`src/rtl/ebc_pkg.sv`:
```
package ebc_pkg;

    typedef enum logic [2:0] {
        PH_IDLE   = 3'd0,
        PH_SETUP  = 3'd1,
        PH_ACCESS = 3'd2,
        PH_DONE   = 3'd3,
        PH_TURN   = 3'd4
    } ebc_phase_e;

endpackage

```
`src/rtl/ebc_region_decode.sv`:
```
module ebc_region_decode #(
    parameter int NUM_REGIONS = 4,
    parameter int RSEL_W      = 3
) (
    input  logic [RSEL_W-1:0]      idx,
    input  logic [NUM_REGIONS-1:0] en,
    output logic [NUM_REGIONS-1:0] sel,
    output logic                   hit
);

    always_comb begin
        for (int r = 0; r < NUM_REGIONS; r++) begin
            sel[r] = (idx == RSEL_W'(r)) && en[r];
        end
        hit = |sel;
    end

endmodule

```
`src/rtl/ebc_timing_sel.sv`:
```
module ebc_timing_sel #(
    parameter int NUM_REGIONS = 4,
    parameter int SETUP_W     = 4,
    parameter int ACC_W       = 6
) (
    input  logic [NUM_REGIONS-1:0]         sel,
    input  logic [NUM_REGIONS*SETUP_W-1:0] cfg_setup,
    input  logic [NUM_REGIONS*ACC_W-1:0]   cfg_access,
    output logic [SETUP_W-1:0]             setup_cnt,
    output logic [ACC_W-1:0]               access_cnt
);

    logic [SETUP_W-1:0] setup_masked [NUM_REGIONS];
    logic [ACC_W-1:0]   access_masked[NUM_REGIONS];

    for (genvar r = 0; r < NUM_REGIONS; r++) begin : g_region
        assign setup_masked[r]  = sel[r] ? cfg_setup[r*SETUP_W +: SETUP_W] : '0;
        assign access_masked[r] = sel[r] ? cfg_access[r*ACC_W +: ACC_W]    : '0;
    end

    always_comb begin
        setup_cnt  = '0;
        access_cnt = '0;
        for (int r = 0; r < NUM_REGIONS; r++) begin
            setup_cnt  = setup_cnt  | setup_masked[r];
            access_cnt = access_cnt | access_masked[r];
        end
    end

endmodule

```
`src/rtl/ebc_sequencer.sv`:
```
module ebc_sequencer
    import ebc_pkg::*;
#(
    parameter int NUM_REGIONS = 4,
    parameter int ADDR_W      = 16,
    parameter int DATA_W      = 16,
    parameter int SETUP_W     = 4,
    parameter int ACC_W       = 6
) (
    input  logic                   clk,
    input  logic                   rst_n,
    input  logic                   req_valid,
    input  logic                   req_write,
    input  logic [ADDR_W-1:0]      req_addr,
    input  logic [DATA_W-1:0]      req_wdata,
    input  logic [NUM_REGIONS-1:0] dec_sel,
    input  logic                   dec_hit,
    input  logic [SETUP_W-1:0]     tim_setup,
    input  logic [ACC_W-1:0]       tim_access,
    input  logic [DATA_W-1:0]      bus_din,
    output logic                   req_ready,
    output logic                   rsp_done,
    output logic                   rsp_err,
    output logic [DATA_W-1:0]      rsp_rdata,
    output logic [ADDR_W-1:0]      bus_addr,
    output logic [NUM_REGIONS-1:0] bus_cs_n,
    output logic                   bus_rd_n,
    output logic                   bus_wr_n,
    output logic [DATA_W-1:0]      bus_dout,
    output logic                   bus_doe
);

    typedef struct packed {
        ebc_phase_e             ph;
        logic [ADDR_W-1:0]      addr;
        logic [DATA_W-1:0]      wdata;
        logic [DATA_W-1:0]      rdata;
        logic                   wr;
        logic                   err;
        logic [NUM_REGIONS-1:0] sel;
        logic [SETUP_W-1:0]     scnt;
        logic [ACC_W-1:0]       acnt;
    } seq_t;

    seq_t st_d, st_q;

    always_comb begin
        st_d = st_q;
        unique case (st_q.ph)
            PH_IDLE: begin
                if (req_valid) begin
                    st_d.addr  = req_addr;
                    st_d.wdata = req_wdata;
                    st_d.wr    = req_write;
                    st_d.rdata = '0;
                    st_d.sel   = dec_sel;
                    st_d.scnt  = tim_setup;
                    st_d.acnt  = tim_access;
                    st_d.err   = !dec_hit;
                    st_d.ph    = dec_hit ? PH_SETUP : PH_DONE;
                end
            end
            PH_SETUP: begin
                if (st_q.scnt == '0) begin
                    st_d.ph = PH_ACCESS;
                end else begin
                    st_d.scnt = st_q.scnt - 1'b1;
                end
            end
            PH_ACCESS: begin
                if (st_q.acnt == '0) begin
                    if (!st_q.wr) begin
                        st_d.rdata = bus_din;
                    end
                    st_d.ph = PH_DONE;
                end else begin
                    st_d.acnt = st_q.acnt - 1'b1;
                end
            end
            PH_DONE: begin
                st_d.ph = PH_TURN;
            end
            PH_TURN: begin
                st_d.err = 1'b0;
                st_d.ph  = PH_IDLE;
            end
            default: begin
                st_d.ph = PH_IDLE;
            end
        endcase
    end

    always_ff @(posedge clk or negedge rst_n) begin
        if (!rst_n) begin
            st_q <= '0;
        end else begin
            st_q <= st_d;
        end
    end

    logic in_access;
    assign in_access = (st_q.ph == PH_ACCESS);

    assign req_ready = (st_q.ph == PH_IDLE);
    assign rsp_done  = (st_q.ph == PH_DONE);
    assign rsp_err   = rsp_done && st_q.err;
    assign rsp_rdata = rsp_done ? st_q.rdata : '0;
    assign bus_addr  = st_q.addr;
    assign bus_cs_n  = in_access ? ~st_q.sel : '1;
    assign bus_rd_n  = !(in_access && !st_q.wr);
    assign bus_wr_n  = !(in_access && st_q.wr);
    assign bus_doe   = in_access && st_q.wr;
    assign bus_dout  = bus_doe ? st_q.wdata : '0;

endmodule

```
`src/rtl/ext_bus_csc.sv`:
```
module ext_bus_csc #(
    parameter int NUM_REGIONS = 4,
    parameter int RSEL_W      = 3,
    parameter int ADDR_W      = 16,
    parameter int DATA_W      = 16,
    parameter int SETUP_W     = 4,
    parameter int ACC_W       = 6
) (
    input  logic                           clk,
    input  logic                           rst_n,
    input  logic [NUM_REGIONS-1:0]         cfg_en,
    input  logic [NUM_REGIONS*SETUP_W-1:0] cfg_setup,
    input  logic [NUM_REGIONS*ACC_W-1:0]   cfg_access,
    input  logic                           req_valid,
    output logic                           req_ready,
    input  logic                           req_write,
    input  logic [ADDR_W-1:0]              req_addr,
    input  logic [DATA_W-1:0]              req_wdata,
    output logic                           rsp_done,
    output logic                           rsp_err,
    output logic [DATA_W-1:0]              rsp_rdata,
    output logic [ADDR_W-1:0]              bus_addr,
    output logic [NUM_REGIONS-1:0]         bus_cs_n,
    output logic                           bus_rd_n,
    output logic                           bus_wr_n,
    output logic [DATA_W-1:0]              bus_dout,
    output logic                           bus_doe,
    input  logic [DATA_W-1:0]              bus_din
);

    localparam int IDX_LSB = ADDR_W - RSEL_W;

    logic [RSEL_W-1:0]      region_idx;
    logic [NUM_REGIONS-1:0] region_sel;
    logic                   region_hit;
    logic [SETUP_W-1:0]     setup_cnt;
    logic [ACC_W-1:0]       access_cnt;

    assign region_idx = req_addr[ADDR_W-1:IDX_LSB];

    ebc_region_decode #(
        .NUM_REGIONS (NUM_REGIONS),
        .RSEL_W      (RSEL_W)
    ) u_decode (
        .idx (region_idx),
        .en  (cfg_en),
        .sel (region_sel),
        .hit (region_hit)
    );

    ebc_timing_sel #(
        .NUM_REGIONS (NUM_REGIONS),
        .SETUP_W     (SETUP_W),
        .ACC_W       (ACC_W)
    ) u_timing (
        .sel        (region_sel),
        .cfg_setup  (cfg_setup),
        .cfg_access (cfg_access),
        .setup_cnt  (setup_cnt),
        .access_cnt (access_cnt)
    );

    ebc_sequencer #(
        .NUM_REGIONS (NUM_REGIONS),
        .ADDR_W      (ADDR_W),
        .DATA_W      (DATA_W),
        .SETUP_W     (SETUP_W),
        .ACC_W       (ACC_W)
    ) u_seq (
        .clk        (clk),
        .rst_n      (rst_n),
        .req_valid  (req_valid),
        .req_write  (req_write),
        .req_addr   (req_addr),
        .req_wdata  (req_wdata),
        .dec_sel    (region_sel),
        .dec_hit    (region_hit),
        .tim_setup  (setup_cnt),
        .tim_access (access_cnt),
        .bus_din    (bus_din),
        .req_ready  (req_ready),
        .rsp_done   (rsp_done),
        .rsp_err    (rsp_err),
        .rsp_rdata  (rsp_rdata),
        .bus_addr   (bus_addr),
        .bus_cs_n   (bus_cs_n),
        .bus_rd_n   (bus_rd_n),
        .bus_wr_n   (bus_wr_n),
        .bus_dout   (bus_dout),
        .bus_doe    (bus_doe)
    );

endmodule

```
`config.mk`:
```
export PLATFORM = sky130hd
export DESIGN_NAME = ext_bus_csc
export DESIGN_NICKNAME = d
export VERILOG_FILES = /design/src/rtl/ebc_pkg.sv /design/src/rtl/ebc_region_decode.sv /design/src/rtl/ebc_timing_sel.sv /design/src/rtl/ebc_sequencer.sv /design/src/rtl/ext_bus_csc.sv
export SDC_FILE = /design/constraint.sdc
export NUM_CORES = 1
export LEC_CHECK = 0
export ABC_AREA = 1
export ABC_CLOCK_PERIOD_IN_PS = 1700
export BUFFER_PORTS_ARGS = -buffer_cell sky130_fd_sc_hd__buf_2
export CAP_MARGIN = 20
export CORE_ASPECT_RATIO = 1.25
export CORE_MARGIN = 2
export CORE_UTILIZATION = 45
export CTS_BUF_LIST = sky130_fd_sc_hd__clkbuf_4 sky130_fd_sc_hd__clkbuf_8
export DETAILED_ROUTE_END_ITERATION = 12
export GPL_TIMING_DRIVEN = 0
export PLACE_DENSITY = 0.79
export REMOVE_ABC_BUFFERS = 1
export SLEW_MARGIN = 30
export SYNTH_ARGS = -nofsm -noshare
export SYNTH_HDL_FRONTEND = slang
export SYNTH_SLANG_ARGS = --single-unit
```
`constraint.sdc`:
```
create_clock -name clk -period 1.7 [get_ports clk]
set_input_delay 0.51 -clock clk [delete_from_list [all_inputs] [get_ports clk]]
set_output_delay 0.51 -clock clk [all_outputs]
set_load 0.005 [all_outputs]
```
### Word level (Yosys, flattened, before mapping)

Cells that the tools add are included.

| storage, ports and cells | value |
|---|---|
| bits in registers | 67 |
| input port bits | 96 |
| output and inout bits | 58 |
| logic and storage cells | 80 |

| cells by class | value |
|---|---|
| add/sub/neg operators | 2 |
| equality and inequality tests | 13 |
| mux-type cells | 24 |
| bitwise gates (word level) | 7 |
| reductions and logical operators | 25 |

Operator list:

| cell | count |
|---|---|
| $mux W67 | 1 |
| $mux W16 | 4 |
| $pmux W16 S2 | 1 |
| $mux W6 | 5 |
| $mux W4 | 6 |
| $or A6 B6 Y6 | 3 |
| $eq A3 B2 Y1 const B | 4 |
| $or A4 B4 Y4 | 3 |
| $pmux W3 S4 | 1 |
| $pmux W6 S2 | 1 |
| $ne A2 B2 Y1 const B | 5 |
| $reduce_and A3 Y1 | 3 |
| $pmux W4 S2 | 1 |
| $logic_and A1 B1 Y1 | 7 |
| $eq A3 B1 Y1 const B | 2 |
| $logic_not A3 Y1 | 2 |
| $logic_not A6 Y1 | 1 |
| $mux W3 | 2 |
| $reduce_bool A2 Y1 | 3 |
| $sub A6 B1 Y6 const B | 1 |
| $logic_not A1 Y1 | 4 |
| $logic_not A4 Y1 | 1 |
| $not A4 Y4 | 1 |
| $reduce_and A2 Y1 | 2 |
| other kinds (7) | 7 |

### Logic depth before layout (Yosys ltp)

| depth | value |
|---|---|
| depth after elaboration | 8 |
| gate-level depth with buffers | 8 |

### Hierarchy

A second synthesis with hierarchy kept.

| second synthesis, totals | value |
|---|---|
| cells, all modules | 544 |
| area, all modules | 3941.3 um^2 |

Modules (own cells, without submodules):

| module | times used | cells an instance | area an instance (um^2) | sequential area each (um^2) |
|---|---|---|---|---|
| ebc_sequencer | 1 | 433 | 3482.1 | 1676.6 |
| ebc_timing_sel | 1 | 94 | 382.9 | 0.0 |
| ebc_region_decode | 1 | 17 | 76.3 | 0.0 |

### Worst setup path before layout

OpenSTA, ideal clock, no wires.

| timing path | value |
|---|---|
| path kind | flip-flop to output port |
| start point | register u_seq.st_q[66] in the netlist's numbering |
| end point | output bus_dout[10] |
| data arrival time | 1.288 ns |
| data required time | 1.190 ns |
| path slack | -0.098 ns |
| cell stages (with the launch flop) | 7 |
| path buffers | 1 |
| cells stage by stage | dfrtp_1 > nor3_4 > inv_2 > nor2_4 > inv_2 > buf_2 > nor2_1 |

| on the way | value |
|---|---|
| word-level cells in the longest chain between the ends | 3 |

RTL lines:

| element | line | RTL |
|---|---|---|
| from (decl) | ebc_sequencer.sv:45 | `seq_t st_d, st_q;` |
| from (signal assigned) | ebc_sequencer.sv:97 | `st_q <= st_d;` |
| $eq A3 B2 Y1 | ebc_sequencer.sv:102 | `assign in_access = (st_q.ph == PH_ACCESS);` |
| $logic_and A1 B1 Y1 | ebc_sequencer.sv:112 | `assign bus_doe = in_access && st_q.wr;` |
| net bus_doe | ext_bus_csc.sv:27 | `output logic bus_doe,` |
| $mux W16 | ebc_sequencer.sv:113 | `assign bus_dout = bus_doe ? st_q.wdata : '0;` |
| to (decl) | ext_bus_csc.sv:26 | `output logic [DATA_W-1:0] bus_dout,` |

The timed path passes the listed nets, and every way through them passes these cells.

### Final worst setup path

| timing path | value |
|---|---|
| start point | register u_seq.st_q[64] in the netlist's numbering |
| end point | output rsp_rdata[13] |

| on the way | value |
|---|---|
| word-level cells in the longest chain between the ends | 2 |

RTL lines:

| element | line | RTL |
|---|---|---|
| $eq A3 B2 Y1 | ebc_sequencer.sv:105 | `assign rsp_done = (st_q.ph == PH_DONE);` |
| $mux W16 | ebc_sequencer.sv:107 | `assign rsp_rdata = rsp_done ? st_q.rdata : '0;` |
| to (decl) | ext_bus_csc.sv:21 | `output logic [DATA_W-1:0] rsp_rdata,` |

Every way passes these cells.

==> results.cfg <==
[timing]
final_max_slew_viol_count = 0
skew_ps = 8.66
clock.fmax_ghz = 0.477
timing.final.ws_setup_ps = -398
layout_min_cycle_time_ps = 2100
fin_hold_ws_ps = 73.9
tightest_slew_ps = 737
finalSetupViolations = 46
rsz0062_at_grt = true
totalNegativeSetupSlack_ps = -14750
hold_violations = 0
finalCritPeriodShare_pct = 123
worst_slew_margin_rel_pct = 50.7

[synth]
synth_edf_count = 0
yosysMostFrequentCell = nand2_1
yosysTopAreaCellShare_pct = 46.7
yosys_warnings = 0
syn_area_mm2 = 0.00359
synthFlopType = dfrtp_1
seq_area_frac_synth_pct = 46.7
synthArstFlopShare_pct = 100
ys_types = 26
synthTopCellsByArea = dfrtp_1, nand2_1, inv_1
netlist_instances = 496
synth-seq-cells = 67
avgSynthCellArea_um2 = 7.24
synth_commonest_cells = nand2_1, inv_1, dfrtp_1
synth_top_area_cell = dfrtp_1

[drt]
drt_iter0_markers = 181
drc = 0
first_pass_iters = 4
via_per_inst = 4.77
totalWireLength_mm = 9.30
vias = 3598
ant_nets = 0
wl_per_cell_um = 12.3

[die]
initial_core_util_pct = 46.1
die_h_um = 104
coreArea_mm2 = 0.00779
dieArea_mm2 = 0.00872
io_pins = 154
fp-row-count = 36
dieWidth_um = 83.9

[run_status]
status = finished with violations
violations = negative setup slack

[cells_and_area]
drive_gt1_share_pct = 34.2
syn_to_final_growth_pct = 35.7
n_antenna_cell = 0
final_area_mm2 = 0.00488
utilization_pct = 62.6
finalNetCount = 755

[pwr]
p_per_area_mw_per_mm2 = 1600
p_switching_uw = 3180
vdd_drop_max_mv = 0.656
seqPwrFrac_pct = 33.9
p_leak_uw = 0.00280
p_clk_share_pct = 15.6
p_sw_share_pct = 40.8
intPower_uw = 4600
combPwrFrac_pct = 50.5

[clocking]
cts_max_level = 3
cts_tree = built
path_clk_slew_ps = 70
clkLatencyLatePin_ps = 350
ctsHoldBuffers = 0
cts_buffers = 9
cts_root_buffer = clkbuf_8
clock-sinks = 67
cts_max_path_buffers = 2

[placed_design]
hpwl_mm = 6.40
dpl-instance-area_mm2 = 0.00431
portBuffers = 153
place_congestion = 0.884

[grt]
antenna_found_initial = 0
gr-total-overflow = 0
grt_max_degree = 53
first_global_vias = 3406
grtUsageTotal_pct = 21.1
grt_first_pass_wirelength_mm = 14.9

[job]
cap_violations = 0

[worst_setup_path]
rr_endpoint = u_seq.st_q[26]
reg2regPathDepth = 9
r2r_setup_slack_ps = -20
critical_path_class = reg -> out
crit_path_max_fanout = 17
required_ps = 1190
r2r_start = u_seq.st_q[66]
arrival_ps = 1590
endpoint_kind = output pin
cp-start-kind = flop

[worst_hold_path]
hp-class = in -> async
==> cell families after synthesis <==
| logic type | count (synthesis) | share of synthesized area, % |
|---|---|---|
| adders and majority gates | 3 | 1.04 |
| DFF | 67 | 46.7 |
| and+or+nand+nor | 258 | 29.5 |
| xor gates and xnor gates | 2 | 0.488 |
| buffers and inverters | 107 | 13.4 |
| AOI/OAI and AO/OA | 59 | 8.91 |
==> critical path, cell delays in order, from the launching register on <==
cell	delay, ps
dfrtp_1	430
inv_1	120
nor3_2	300
inv_4	140
nor2_1	130
buf_2	130
==> repair_timing <==
item                                    4_1_cts  5_1_grt
endpoints found under the setup margin      105       66
gates resized for setup                      21       28
cloned                                        2        1
pin swaps                                     6        7
setup buffers                                12       12
==> worst max path at each step <==
stage	slack [ps]	endpoint	start
finish	-400	rsp_rdata[13]	u_seq.st_q[64]
global placement	-1310	u_seq.st_q[65]	req_valid
floorplan	-510	u_seq.st_q[65]	u_seq.st_q[64]
detailed placement	-810	u_seq.st_q[65]	u_seq.st_q[64]
global route	-500	rsp_rdata[2]	u_seq.st_q[64]
CTS	-380	bus_dout[13]	u_seq.st_q[64]
==> metrics by stage <==
stage	std cells	total power, uW	setup slack [ps]
after floorplan	466	4600	-514
after global placement	714	5480	-1310
after detailed placement	715	5660	-815
after CTS	744	7370	-376
after global routing	755	8420	-503
final	755	7780	-398
==> cell type report <==
| cell class | instances | area, um^2 |
|---|---|---|
| multi-input combinational | 324 | 1540 |
| clock buffer | 13 | 173 |
| tap | 95 | 119 |
| sequential | 67 | 1680 |
| fill | 710 | 2920 |
| inverter | 77 | 330 |
| timing repair inverter | 1 | 11.3 |
| clock inverter | 2 | 10.0 |
| timing repair buffer | 176 | 1020 |
==> registers in the layout, indices dropped and copies added (netlist names) <==
| name | count |
|---|---|
| u_seq.bus_addr | 16 |
| u_seq.st_q | 51 |
==> layout by cell type (no fill, tap or decap), drive strengths merged <==
cell and instances:
a22oi 1, buf 176, xor2 2, nand2 167
nand3 21, nand4 3, ha 3, clkinv 4
nor2 64, dfrtp 67, clkbuf 13, o21ai 31
nand3b 1, o21a 1, inv 76, nor3 4
a21oi 10, o22ai 16
==> power groups by stage <==
stage / clock network [uW] / logic, uW / registers (uW)
6_report: 1220 / 3930 / 2640
5_1_grt: 1320 / 4390 / 2710
4_1_cts: 1240 / 3500 / 2630
3_5_place_dp: 0 / 3010 / 2650
3_3_place_gp: 0 / 2870 / 2620
2_1_floorplan: 0 / 2000 / 2610
==> layer usage <==
metal | global-route usage, % | part of all wire [%] | wire length, um | vias to the layer above
met2 | 37.9 | 52 | 4840 | 145
li1 | - | - | - | 1825
met3 | 3.49 | 5.4 | 499 | 21
met5 | 0 | 0 | 0 | -
met1 | 23.8 | 40 | 3700 | 1607
met4 | 10.8 | 2.8 | 261 | 0
Note: power is estimated with default switching activity, not from simulation.
